`config.mk`:
```
export PLATFORM = sky130hd
export DESIGN_NAME = clock_victim_sel
export DESIGN_NICKNAME = d
export VERILOG_FILES = /design/src/rtl/cvs_pkg.sv /design/src/rtl/cvs_ref_bits.sv /design/src/rtl/cvs_hand.sv /design/src/rtl/clock_victim_sel.sv
export SDC_FILE = /design/constraint.sdc
export NUM_CORES = 1
export LEC_CHECK = 0
export BUFFER_PORTS_ARGS = -buffer_cell sky130_fd_sc_hd__buf_2
export CAP_MARGIN = 20
export CORE_MARGIN = 2
export CORE_UTILIZATION = 45
export CTS_CLUSTER_DIAMETER = 150
export DETAILED_ROUTE_END_ITERATION = 10
export GPL_ROUTABILITY_DRIVEN = 0
export HOLD_SLACK_MARGIN = 0.15
export SLEW_MARGIN = 5
export SYNTH_ARGS = -nofsm -noshare
export SYNTH_HDL_FRONTEND = slang
export SYNTH_SLANG_ARGS = --single-unit
```
`constraint.sdc`:
```
create_clock -name clk -period 2.9 [get_ports clk]
set_input_delay 0.145 -clock clk [delete_from_list [all_inputs] [get_ports clk]]
set_output_delay 0.145 -clock clk [all_outputs]
set_load 0.02 [all_outputs]
```
`src/rtl/cvs_pkg.sv`:
```
package cvs_pkg;
  typedef enum logic [1:0] {
    S_IDLE = 2'd0,
    S_SCAN = 2'd1,
    S_HOLD = 2'd2
  } scan_state_e;
endpackage

```
`src/rtl/cvs_ref_bits.sv`:
```
module cvs_ref_bits #(
  parameter int N     = 16,
  parameter int IDX_W = (N > 1) ? $clog2(N) : 1
) (
  input  logic             clk,
  input  logic             rst,
  input  logic             set_en,
  input  logic [IDX_W-1:0] set_idx,
  input  logic             clr_en,
  input  logic [IDX_W-1:0] clr_idx,
  input  logic             clr_all,
  output logic [N-1:0]     bits_o
);
  logic [N-1:0] bits_q;

  // Priority per frame: hand/install clear > access set > clear-all.
  for (genvar i = 0; i < N; i++) begin : g_bit
    localparam logic [IDX_W-1:0] MY_IDX = IDX_W'(i);
    always_ff @(posedge clk) begin
      if (rst)
        bits_q[i] <= 1'b0;
      else if (clr_en && clr_idx == MY_IDX)
        bits_q[i] <= 1'b0;
      else if (set_en && set_idx == MY_IDX)
        bits_q[i] <= 1'b1;
      else if (clr_all)
        bits_q[i] <= 1'b0;
    end
  end

  assign bits_o = bits_q;

  // an access not colliding with a clear always lands
  p_set_lands_r7: assert property (@(posedge clk) disable iff (rst)
    (set_en && !(clr_en && clr_idx == set_idx)
     && ({1'b0, set_idx} < (IDX_W+1)'(N)))
    |=> bits_q[$past(set_idx)]);

  // clear-all without any access leaves no bit set
  p_clear_all_r8: assert property (@(posedge clk) disable iff (rst)
    (clr_all && !set_en) |=> (bits_q == '0));
endmodule

```
`src/rtl/cvs_hand.sv`:
```
module cvs_hand #(
  parameter int N     = 16,
  parameter int IDX_W = (N > 1) ? $clog2(N) : 1
) (
  input  logic             clk,
  input  logic             rst,
  input  logic             step,
  output logic [IDX_W-1:0] hand_o
);
  localparam logic [IDX_W-1:0] LAST = IDX_W'(N - 1);

  logic [IDX_W-1:0] ptr_q;

  always_ff @(posedge clk) begin
    if (rst)
      ptr_q <= '0;
    else if (step)
      ptr_q <= (ptr_q == LAST) ? '0 : ptr_q + 1'b1;
  end

  assign hand_o = ptr_q;

  // hand never leaves the ring
  p_hand_range_r10: assert property (@(posedge clk) disable iff (rst)
    ({1'b0, ptr_q} < (IDX_W+1)'(N)));
endmodule

```
`src/rtl/clock_victim_sel.sv`:
```
module clock_victim_sel #(
  parameter int N     = 16,
  parameter int IDX_W = (N > 1) ? $clog2(N) : 1
) (
  input  logic             clk,
  input  logic             rst,
  input  logic             ref_valid,
  input  logic [IDX_W-1:0] ref_idx,
  input  logic             clear_all,
  input  logic             victim_req,
  input  logic             install,
  output logic             victim_valid,
  output logic [IDX_W-1:0] victim_idx
);
  import cvs_pkg::*;

  localparam logic [IDX_W-1:0] LAST = IDX_W'(N - 1);

  scan_state_e      state_q;
  logic [IDX_W-1:0] hand;
  logic [N-1:0]     bits;
  logic             cur_bit;
  logic             skip;
  logic             found;
  logic             do_install;
  logic             hand_step;
  logic             vv_q;
  logic [IDX_W-1:0] vi_q;

  assign cur_bit    = bits[hand];
  assign skip       = (state_q == S_SCAN) && cur_bit;
  assign found      = (state_q == S_SCAN) && !cur_bit;
  assign do_install = (state_q == S_HOLD) && install;
  assign hand_step  = skip || do_install;

  cvs_hand #(.N(N), .IDX_W(IDX_W)) u_hand (
    .clk    (clk),
    .rst    (rst),
    .step   (hand_step),
    .hand_o (hand)
  );

  cvs_ref_bits #(.N(N), .IDX_W(IDX_W)) u_bits (
    .clk     (clk),
    .rst     (rst),
    .set_en  (ref_valid),
    .set_idx (ref_idx),
    .clr_en  (hand_step),
    .clr_idx (hand),
    .clr_all (clear_all),
    .bits_o  (bits)
  );

  always_ff @(posedge clk) begin
    if (rst) begin
      state_q <= S_IDLE;
      vv_q    <= 1'b0;
      vi_q    <= '0;
    end else begin
      vv_q <= found;
      if (found)
        vi_q <= hand;
      unique case (state_q)
        S_IDLE:  if (victim_req) state_q <= S_SCAN;
        S_SCAN:  if (!cur_bit)   state_q <= S_HOLD;
        S_HOLD:  if (install)    state_q <= S_IDLE;
        default:                 state_q <= S_IDLE;
      endcase
    end
  end

  assign victim_valid = vv_q;
  assign victim_idx   = vi_q;

  // a set frame is cleared and the hand moves one step
  p_skip_step_r2: assert property (@(posedge clk) disable iff (rst)
    (state_q == S_SCAN && cur_bit)
    |=> (hand == (($past(hand) == LAST) ? '0 : $past(hand) + 1'b1))
        && !bits[$past(hand)]);

  // reported victim is the frame the hand rests on
  p_victim_at_hand_r3: assert property (@(posedge clk) disable iff (rst)
    victim_valid |-> (victim_idx == hand) && (state_q == S_HOLD));

  // valid is a single-cycle pulse
  p_victim_pulse_r3: assert property (@(posedge clk) disable iff (rst)
    victim_valid |=> !victim_valid);

  // install steps the hand and leaves the filled frame clear
  p_install_step_r4: assert property (@(posedge clk) disable iff (rst)
    (state_q == S_HOLD && install)
    |=> (hand == (($past(hand) == LAST) ? '0 : $past(hand) + 1'b1))
        && !bits[$past(hand)] && (state_q == S_IDLE));

  // no movement of the hand while idle
  p_idle_hold_r6: assert property (@(posedge clk) disable iff (rst)
    (state_q == S_IDLE) |=> $stable(hand));
endmodule

```
==> key figures, run 1 <==
Route
  • Initial DRC count: 110
  • Post-route DRC: 0
  • Via count: roughly 1300
  • Vias/cell: approximately 6.0
  • Antenna Violating Nets Remaining: 0
  • Final WL: around 3500 microns
  • First drt pass iteration count: 4
  • Per-cell routed wire length: about 17 microns

Final layout
  • Fillers: 303
  • Layout cells sized above 1: a little under a fifth
  • Final instance area: roughly 1600 sq um
  • Register area: about 540 sq um
  • N_diodes: 0
  • Synthesis-to-finish area growth: 10.6%
  • Most frequent cells in the layout: 27 x dfxtp_1, 14 x buf_2, 13 x a211oi_1
  • Nets: about 180
  • Multi-input gate area: between 800 and 900 sq um
  • Commonest non-fill, non-tap cell in the layout: dfxtp_1

Setup path
  • Worst path slowest cell: dfxtp_1
  • Worst setup SP type: flop
  • Crit path DAT: about 2.6 ns
  • Crit Path Max Fanout: 15
  • Worst R2R Setup Slack: about 0.56 ns
  • Crit Path Category: flop to flop
  • Crit path largest cell delay: 0.76 ns
  • Worst R2R Start: u_hand.hand_o[0]
  • Setup crit end kind: flop
  • Worst Reg-to-Reg Cells: 5
  • CP Cell Sequence: mux2i_1 -> mux4_2 -> o21ai_4 -> nor3b_4 -> a211oi_1
  • Worst EP required: 3.11 ns
  • Family with the most delay on the worst path: multiplexers
  • Worst reg2reg path endpoint: u_bits.bits_o[6]
  • WP buf/inv: 0

Logic synthesis
  • Syn avg cell area: between 9 and 10 sq um
  • Cells after Synth: roughly 150
  • Yosys cell types: 42
  • Asr flop ratio synth: 0%
  • Seq/Total Area, Yosys: 37.6%
  • Synth Flop Type: dfxtp_1
  • Yosys warnings: 0
  • Mapped Nets: ~160
  • Synthesized flop and latch total: 27
  • Post-synth EDFFs: 0
  • Mapped cell area: approximately 1400 sq um

Status
  • Status: complete, no violations

Clocking
  • CTS tree: yes
  • Clock sink total: 27
  • Clk slew on worst S/H paths: roughly 0.14 ns
  • H-Tree Depth: 1
  • Postcts setup bufs: 0
  • Largest buffer count on any clock path: 2
  • Hold_buf cts: 2
  • CTS buffer count: 3
  • Post_cts resized: 0
  • Root buf cell: clkbuf_4
  • Worst-skew pair later-pin latency: ~0.32 ns

Pwr
  • Worst vdd ir: roughly 0.00026 V
  • LEAKAGE: 0.528 nW
  • Pwr Density: around 400 nW/um^2

Timing
  • Final hold viol count: 0
  • Fmax: between 400 and 500 MHz
  • Min cycle time layout: 2.34 ns
  • Final setup viols: 0
  • Skew final: about 0.0062 ns
  • Rel. slew slack: a little under three fifths
  • Final period util: between 80% and 90%
  • RSZ-0062 raised after global routing: no
  • Worst Max-Slew Pin Slew: approximately 0.65 ns
  • Setup WS post-layout: approximately 0.56 ns
  • Final setup TNS: 0 ns
  • Fin. max-slew vios: 0

Worst hold path
  • Hold path cells: 3
  • HP Start: ref_idx[3]
  • Hold WC Path Type: input pin to flop
  • WHS Endpoint: u_bits.bits_o[10]

Die
  • Top-level I/O count: 15
  • Die Width: ~61 microns
  • Core Rows: 20
  • Die Y: 60.5 microns
  • Core ar.: 3050 sq um
  • Initial Util: between 40% and 50%
  • Die area: approximately 3700 sq um

Global routing
  • Remaining Overflow, GRT: 0
  • Vias in the first global route: roughly 1200
  • Largest net degree at the start of global routing: 24
  • Initial antenna violation count: 0
  • GRT Util Overall: a little over a fifth
  • First-pass GRT wire length: just under 6000 microns

Placement
  • Placed instance area: ~1500 sq um
  • Dpl ws: 0.590 ns
  • Port Buffers: 14
  • Hpwl dp: 2550 microns

Flow run
  • # Max-Cap Violations: 0
-- kinds of logic after synthesis --
kind of cell,count (synthesis),share of synthesized area (%)
buf+inv,14,4.17
simple gates,39,17.4
compound gates,55,29.5
flops,27,37.6
mux,10,7.91
fa+ha+maj,4,3.48
-- metal layers --
metal	wire length (microns)	vias to the layer above	global-route usage (%)
li1	-	617	-
met1	1590	589	28.3
met2	1640	45	35.9
met3	169	6	1.92
met4	76	0	8.70
met5	0	-	0
-- metrics by stage --
step	hold slack [ns]	power (mW)	util (%)	cells
5_1_grt	0.233	0.665	52.1	208
4_1_cts	0.206	0.640	52.1	208
6_report	0.219	0.629	52.1	208
3_3_place_gp	0.424	0.467	50.5	202
3_5_place_dp	0.439	0.468	50.5	202
2_1_floorplan	0.224	0.444	-	149
-- Yosys cell counts (all sizes together) (4+ instances only) --
cell     n  area [sq um]
a211oi  13          97.6
a21oi    5          25.0
a22oi   11          82.6
a311oi   5          43.8
a31oi    4          25.0
a32oi    5          43.8
clkbuf   5          18.8
dfxtp   27           541
ha       4          50.1
inv      8          30.0
mux2i    8          80.1
nand2    5          18.8
nor2     8          32.5
nor2b    4          25.0
nor3b    4          41.3
-- worst register-to-register path, cell delays in order, from the launching register on --
cell and delay [ns]:
dfxtp_1 0.76, mux2i_1 0.19, mux4_2 0.60, o21ai_4 0.23
nor3b_4 0.34, a211oi_1 0.12
-- where the power goes --
group	internal, mW	switching [mW]
logic	0.0296	0.0455
clock network	0.0527	0.113
registers	0.379	0.00929
-- how the worst max path moves through the flow --
| stage | slack (ns) | cells after the start | to | from |
|---|---|---|---|---|
| floorplan | 0.91 | 6 | victim_idx[1] | u_hand.hand_o[0] |
| global placement | 0.66 | 5 | u_bits.bits_o[4] | u_hand.hand_o[0] |
| detailed placement | 0.59 | 5 | u_bits.bits_o[5] | u_hand.hand_o[0] |
| CTS | 0.58 | 5 | u_bits.bits_o[6] | u_hand.hand_o[0] |
| global route | 0.44 | 5 | u_bits.bits_o[7] | u_hand.hand_o[0] |
| finish | 0.56 | 5 | u_bits.bits_o[6] | u_hand.hand_o[0] |
-- area by class of cell --
type	instances	area share (%)
inverters	8	1.89
repair buffers	17	6.13
clock inverters	1	0.472
multi-input cells	108	52.7
well taps	44	3.46
clock buffers	3	1.42
flip-flops and latches	27	34.0
-- registers in the layout, indices dropped and copies added, names as in the netlist --
name	flops
victim_valid	1
u_bits.bits_o	16
victim_idx	4
state_q	2
u_hand.hand_o	4
No activity file was read; power rests on OpenSTA's default activity.
==> run 2: changes to the inputs <==
==> constraint.sdc (replaced) <==
create_clock -name clk -period 2.3 [get_ports clk]
set_input_delay 0.115 -clock clk [delete_from_list [all_inputs] [get_ports clk]]
set_output_delay 0.115 -clock clk [all_outputs]
set_load 0.02 [all_outputs]
==> key figures, run 2 (synthesis results as in run 1) <==
Global routing
  • First-pass GRT wire length: 5790 microns (-0.34%)
  • Vias in the first global route: 1160 (-5.1%)
  • Largest net degree at the start of global routing: 24 (unchanged)
  • GRT Util Overall: 21.2% (-0.13 points)
  • Initial antenna violation count: 0 (unchanged)
  • Remaining Overflow, GRT: 0 (unchanged)

Final layout
  • Max reg flops: 16 (unchanged)
  • Fillers: 285 (-5.9%)
  • Commonest non-fill, non-tap cell in the layout: dfxtp_1
  • Layout cells sized above 1: 21.0% (+2.1 points)
  • Most frequent cells in the layout: 26 x dfxtp_1, 14 x buf_2, 13 x a211oi_1
  • Nets: 182 (+1.7%)
  • N_diodes: 0 (unchanged)
  • Post-route core utilization: 52.9% (+0.78 points)
  • Synthesis-to-finish area growth: 12.3%

Setup path
  • Worst setup SP type: flop
  • Crit Path Category: flop to flop
  • Worst EP required: 2.56 ns (-0.55 ns)
  • Setup crit end kind: flop
  • Crit path DAT: 2.32 ns (-0.23 ns)
  • Crit Path Max Fanout: 10 (-5)

Clocking
  • CTS buffer count: 3 (unchanged)
  • CTS tree: yes
  • Worst-skew pair later-pin latency: 0.33 ns (about the same)
  • Largest buffer count on any clock path: 2 (unchanged)
  • H-Tree Depth: 1 (unchanged)
  • Root buf cell: clkbuf_4
  • Clk slew on worst S/H paths: 0.15 ns (about the same)
  • Clock sink total: 27 (unchanged)

Timing
  • Worst Max-Slew Pin Slew: 0.492 ns (-0.153 ns)
  • Fmax: 485 MHz (+13%)
  • Final setup TNS: 0 ns (unchanged)
  • Skew final: 0.00191 ns (-0.00429 ns)
  • RSZ-0062 raised after global routing: no
  • Final hold viol count: 0 (unchanged)
  • WHS: 0.181 ns (-0.0379 ns)
  • Rel. slew slack: 67.2% (+10 points)
  • Fin. max-slew vios: 0 (unchanged)
  • Final setup viols: 0 (unchanged)
  • Final period util: 89.6% (+9.0 points)
  • Min cycle time layout: 2.06 ns (-0.277 ns)

Placement
  • Port Buffers: 14 (unchanged)
  • Hpwl dp: 2510 microns (-1.7%)

Pwr
  • Pint: 584 uW (+27%)
  • Clock power frac: 26.5% (about the same)
  • NetSw: 214 uW (+27%)
  • Comb pwr share: 12.4% (+0.5 points)
  • Pwr Density: 494 nW/um^2 (+25%)
  • Sw Share: 26.8% (+0.12 points)
  • LEAKAGE: 0.545 nW (+3.2%)
  • Register share of total power: 61.2% (-0.5 points)
  • Total power: 798 uW (+27%)
  • Worst vdd ir: 0.000325 V (+24%)

Route
  • Final WL: 3430 microns (-1.5%)
  • Initial DRC count: 64 (-42%)
  • Post-route DRC: 0 (unchanged)
  • Per-cell routed wire length: 16.3 microns (-2.9%)
  • First drt pass iteration count: 5 (+1)
  • Antenna Violating Nets Remaining: 0 (unchanged)
  • Via count: 1267 (+0.80%)
  • Vias/cell: 6.00 (-0.64%)

Die
  • Initial Util: 47.1% (unchanged)
  • Die Y: 60.5 microns (unchanged)
  • Die Width: 60.5 microns (unchanged)
  • Die area: 3670 sq um (unchanged)
  • Top-level I/O count: 15 (unchanged)
  • Core ar.: 3050 sq um (unchanged)
  • Core Rows: 20 (unchanged)

Status
  • Status: complete, no violations

Flow run
  • # Max-Cap Violations: 0 (unchanged)

Worst hold path
  • Hold WC Path Type: input pin to flop
run 2: worst paths after layout:
check | startpoint | end | slack (ns) | depth (start not counted)
worst max-delay path | u_hand.hand_o[0] | u_bits.bits_o[8] | 0.24 | 6
worst min-delay path | ref_idx[3] | u_bits.bits_o[10] | 0.18 | 3
worst max register to register | u_hand.hand_o[0] | u_bits.bits_o[8] | 0.24 | 6
worst min register to register | state_q[1] | state_q[0] | 0.50 | 1
run 2: power by group through the flow:
stage | clock network, mW | registers, mW | logic, mW
finish | 0.211 | 0.488 | 0.0988
global route | 0.237 | 0.490 | 0.109
CTS | 0.220 | 0.488 | 0.0984
detailed placement | 0 | 0.498 | 0.0954
global placement | 0 | 0.497 | 0.0945
floorplan | 0 | 0.496 | 0.0637
run 2: final cells by class:
class	count	area, sq um	area share (%)
clock buffer	3	22.5	1.39
clock inverter	1	7.51	0.465
inverter	8	30.0	1.86
multi-input combinational	108	838	51.9
sequential	27	542	33.5
tap	44	55.1	3.41
timing repair buffer	20	120	7.44
run 2: what timing repair did:
item | in CTS | in global routing
hold endpoints to repair | 2 | 0
resized for setup | 0 | 1
setup buffers | 0 | 0
hold buffers | 2 | 0
setup endpoints to repair | 0 | 8
run 2: routing by layer:
layer | vias up | GRT usage, % | routed length, microns
li1 | 622 | - | -
met1 | 610 | 30.1 | 1610
met2 | 30 | 34.5 | 1630
met3 | 5 | 1.92 | 145
met4 | 0 | 6.52 | 44
met5 | - | 0 | 0
run 2: worst max-delay path: stages, from the launching register on:
cell and delay (ns):
dfxtp_2 0.53, mux2i_1 0.37, a22oi_1 0.19, a31oi_1 0.40, nor3b_1 0.09, buf_4 0.17
a211oi_1 0.23
run 2: metrics by stage:
stage | std cells | worst slack [ns] | area [sq um]
finish | 211 | 0.240 | 1620
global route | 211 | 0.0157 | 1620
CTS | 211 | 0.101 | 1610
detailed placement | 205 | 0.130 | 1560
global placement | 205 | 0.212 | 1560
floorplan | 149 | 0.315 | 1440
==> run 3: changes to the inputs <==
--- a/config.mk
+++ b/config.mk
@@ -16,4 +16,5 @@
 export SLEW_MARGIN = 5
 export SYNTH_ARGS = -nofsm -noshare
 export SYNTH_HDL_FRONTEND = slang
+export SYNTH_HIERARCHICAL = 1
 export SYNTH_SLANG_ARGS = --single-unit
==> key figures, run 3 <==
Setup path
  • WP buf/inv: 0 (-1)
  • Setup crit end kind: flop
  • Crit path largest cell delay: 0.52 ns (about the same)
  • Crit Path Max Fanout: 12 (+2)
  • Worst reg2reg path endpoint: u_bits/bits_o[3]
  • CP dominant cell by count: mux2i_1
  • Crit Path Category: flop to flop
  • Family with the most delay on the worst path: multiplexers
  • Worst R2R Setup Slack: 0.17 ns (-0.07 ns)
  • Worst path slowest cell: mux4_2
  • Worst R2R Start: u_hand/hand_o[0]
  • Crit path DAT: 2.34 ns (+0.02 ns)
  • CP Cell Sequence: mux2i_1 -> mux4_2 -> mux2i_1 -> a22o_1 -> nor3b_2 -> a311oi_1
  • Worst setup SP type: flop
  • Worst EP required: 2.52 ns (-0.04 ns)
  • Worst Reg-to-Reg Cells: 6 (unchanged)

Die
  • Initial Util: 48.1% (+0.96 points)
  • Top-level I/O count: 15 (unchanged)
  • Die Width: 58.5 microns (-3.3%)
  • Core ar.: 2780 sq um (-8.9%)
  • Die area: 3420 sq um (-6.6%)
  • Die Y: 58.5 microns (-3.3%)
  • Core Rows: 19 (-5.0%)

Pwr
  • Pwr Density: 516 nW/um^2 (+4.5%)
  • Comb pwr share: 11.7% (-0.7 points)
  • NetSw: 205 uW (-4.2%)
  • Register share of total power: 61.9% (+0.7 points)
  • Sw Share: 26.0% (-0.78 points)
  • Clock power frac: 26.4% (about the same)
  • Pint: 582 uW (-0.22%)
  • Total power: 788 uW (-1.3%)
  • Worst vdd ir: 0.000322 V (-0.88%)
  • LEAKAGE: 0.547 nW (+0.37%)

Timing
  • Final hold viol count: 0 (unchanged)
  • Rel. slew slack: 66.5% (-0.69 points)
  • Fmax: 470 MHz (-3.2%)
  • RSZ-0062 raised after global routing: no
  • Worst Max-Slew Pin Slew: 0.502 ns (+0.0108 ns)
  • Final period util: 92.5% (+2.9 points)
  • Skew final: 0.00779 ns (+0.00587 ns)
  • Min cycle time layout: 2.13 ns (+0.0671 ns)
  • Final setup viols: 0 (unchanged)
  • Fin. max-slew vios: 0 (unchanged)
  • Final setup TNS: 0 ns (unchanged)

Final layout
  • Post-route core utilization: 54.9% (+2.0 points)
  • Register area: 544 sq um (+0.46%)
  • Commonest non-fill, non-tap cell in the layout: dfxtp_1
  • N_diodes: 0 (unchanged)
  • Nets: 166 (-8.8%)
  • Final instance area: 1530 sq um (-5.5%)
  • Multi-input gate area: 766 sq um (-8.7%)
  • Fillers: 243 (-15%)
  • Most frequent cells in the layout: 26 x dfxtp_1, 14 x buf_2, 13 x mux2i_1
  • Layout cells sized above 1: 22.1% (+1.1 points)
  • Max reg flops: 16 (unchanged)
  • Synthesis-to-finish area growth: 14.1%

Worst hold path
  • WHS Endpoint: u_bits/bits_o[1]
  • Hold path cells: 4 (+1)
  • HP Start: ref_idx[2]
  • Hold WC Path Type: input pin to flop

Route
  • Vias/cell: 6.09 (+1.5%)
  • Post-route DRC: 0 (unchanged)
  • First drt pass iteration count: 4 (-1)
  • Via count: 1127 (-11%)
  • Per-cell routed wire length: 16.0 microns (-1.7%)
  • Final WL: 2960 microns (-14%)
  • Antenna Violating Nets Remaining: 0 (unchanged)
  • Initial DRC count: 48 (-25%)

Clocking
  • H-Tree Depth: 1 (unchanged)
  • Clk slew on worst S/H paths: 0.15 ns (about the same)
  • Root buf cell: clkbuf_4
  • Largest buffer count on any clock path: 2 (unchanged)
  • Postcts setup bufs: 0 (unchanged)
  • Worst-skew pair later-pin latency: 0.33 ns (about the same)
  • CTS buffer count: 3 (unchanged)
  • Clock sink total: 27 (unchanged)
  • CTS tree: yes

Logic synthesis
  • Multiplexer area fraction after synthesis: 13.1% (+5.2 points)
  • Synth Flop Type: dfxtp_1
  • Yosys warnings: 6 (+6)
  • Leading cell types by count after synthesis: 27 x dfxtp_1, 13 x mux2i_1, 12 x a211oi_1, 12 x a22oi_1
  • Synth Area in Adders: 0.935% (-2.5 points)
  • Post-synthesis compound-gate area fraction: 24.4% (-5.1 points)
  • Syn avg cell area: 10.1 sq um (+4.9%)
  • Simple-gate area share of the yosys netlist: 17.8% (+0.38 points)
  • Mapped cell area: 1340 sq um (-7.0%)
  • Top post-synthesis cells by area: dfxtp_1 40%, mux2i_1 9.7%, a211oi_1 6.7%
  • Asr flop ratio synth: 0% (unchanged)
  • Yosys cell types: 35 (-17%)
  • Area share of the largest cell type after synthesis: 40.4% (+2.8 points)
  • Cells after Synth: 132 (-11%)
  • Seq/Total Area, Yosys: 40.4% (+2.8 points)
  • Largest family of logic cells by synthesized area: compound AO/OA/AOI/OAI gates
  • Yosys top cell by area: dfxtp_1
  • Most numerous cell in the Yosys netlist: dfxtp_1
  • Synth Area in XOR/XNOR: 0.655% (+0.65 points)
  • Mapped Nets: 143 (-12%)
  • Post-synth EDFFs: 0 (unchanged)
  • Synthesized flop and latch total: 27 (unchanged)

Placement
  • Hpwl dp: 2140 microns (-15%)
  • Port Buffers: 14 (unchanged)
  • Placed instance area: 1480 sq um (-5.6%)

Global routing
  • Vias in the first global route: 1059 (-8.7%)
  • Remaining Overflow, GRT: 0 (unchanged)
  • Largest net degree at the start of global routing: 31 (+29%)
  • GRT Util Overall: 19.3% (-2.0 points)
  • Initial antenna violation count: 0 (unchanged)
  • First-pass GRT wire length: 4970 microns (-14%)

Status
  • Status: complete, no violations

Flow run
  • # Max-Cap Violations: 0 (unchanged)
==> run 3: cells by family (layout without fill, tap and decap cells) <==
group | Yosys count | after routing
AOI/OAI and AO/OA | 41 | 41
and+or+nand+nor | 40 | 40
DFF | 27 | 27
muxes | 15 | 15
buffers and inverters | 7 | 29
adders and majority gates | 1 | 1
xor gates and xnor gates | 1 | 1
==> run 3: power by group through the flow <==
stage          sequential (mW)  combinational [mW]  clock, mW
6_report                 0.487              0.0925      0.208
4_1_cts                  0.488              0.0915      0.214
2_1_floorplan            0.496              0.0603          0
5_1_grt                  0.489               0.101      0.238
3_3_place_gp             0.498              0.0885          0
3_5_place_dp             0.498              0.0887          0
==> run 3: what timing repair did <==
action / CTS / global route
endpoints found under the hold margin: 2 / 0
endpoints found under the setup margin: 0 / 16
hold buffers: 2 / 0
gates resized for setup: 0 / 1
==> run 3: per-layer routing <==
layer	vias to the layer above	share of wire, %	track usage, %
met5	-	0	0
met4	0	2.2	10.3
met3	7	4.4	4.18
met2	33	44	25.5
met1	529	49	28.7
li1	558	-	-
==> run 3: stage by stage <==
step	setup slack [ns]	std cells	hold WS [ns]
finish	0.173	185	0.187
global route	0.00900	185	0.188
CTS	0.0853	185	0.181
detailed placement	0.0903	179	0.409
global placement	0.131	179	0.405
floorplan	0.0897	132	0.177
==> run 3: tightest hold or removal path: stages <==
cell and delay, ns:
buf_2 0.11, nor3b_2 0.07, a22oi_1 0.14, a211oi_1 0.06
==> run 3: worst max path at each step <==
| stage | from | endpoint | slack (ns) | depth (start not counted) |
|---|---|---|---|---|
| after global routing | u_hand/hand_o[0] | u_bits/bits_o[11] | 0.009 | 7 |
| after CTS | u_hand/hand_o[0] | u_bits/bits_o[3] | 0.09 | 6 |
| final | u_hand/hand_o[0] | u_bits/bits_o[3] | 0.17 | 6 |
| after floorplan | u_hand/hand_o[0] | u_bits/bits_o[3] | 0.09 | 7 |
| after global placement | u_hand/hand_o[0] | u_bits/bits_o[3] | 0.13 | 6 |
| after detailed placement | u_hand/hand_o[0] | u_bits/bits_o[3] | 0.09 | 6 |
==> run 3: cell type report <==
cell class,instances,area share (%)
Multi-Input combinational cell,98,50.2
Sequential cell,27,35.7
Timing Repair Buffer,23,9.34
Tap cell,31,2.54
Clock buffer,3,1.48
Inverter,2,0.492
Clock inverter,1,0.328
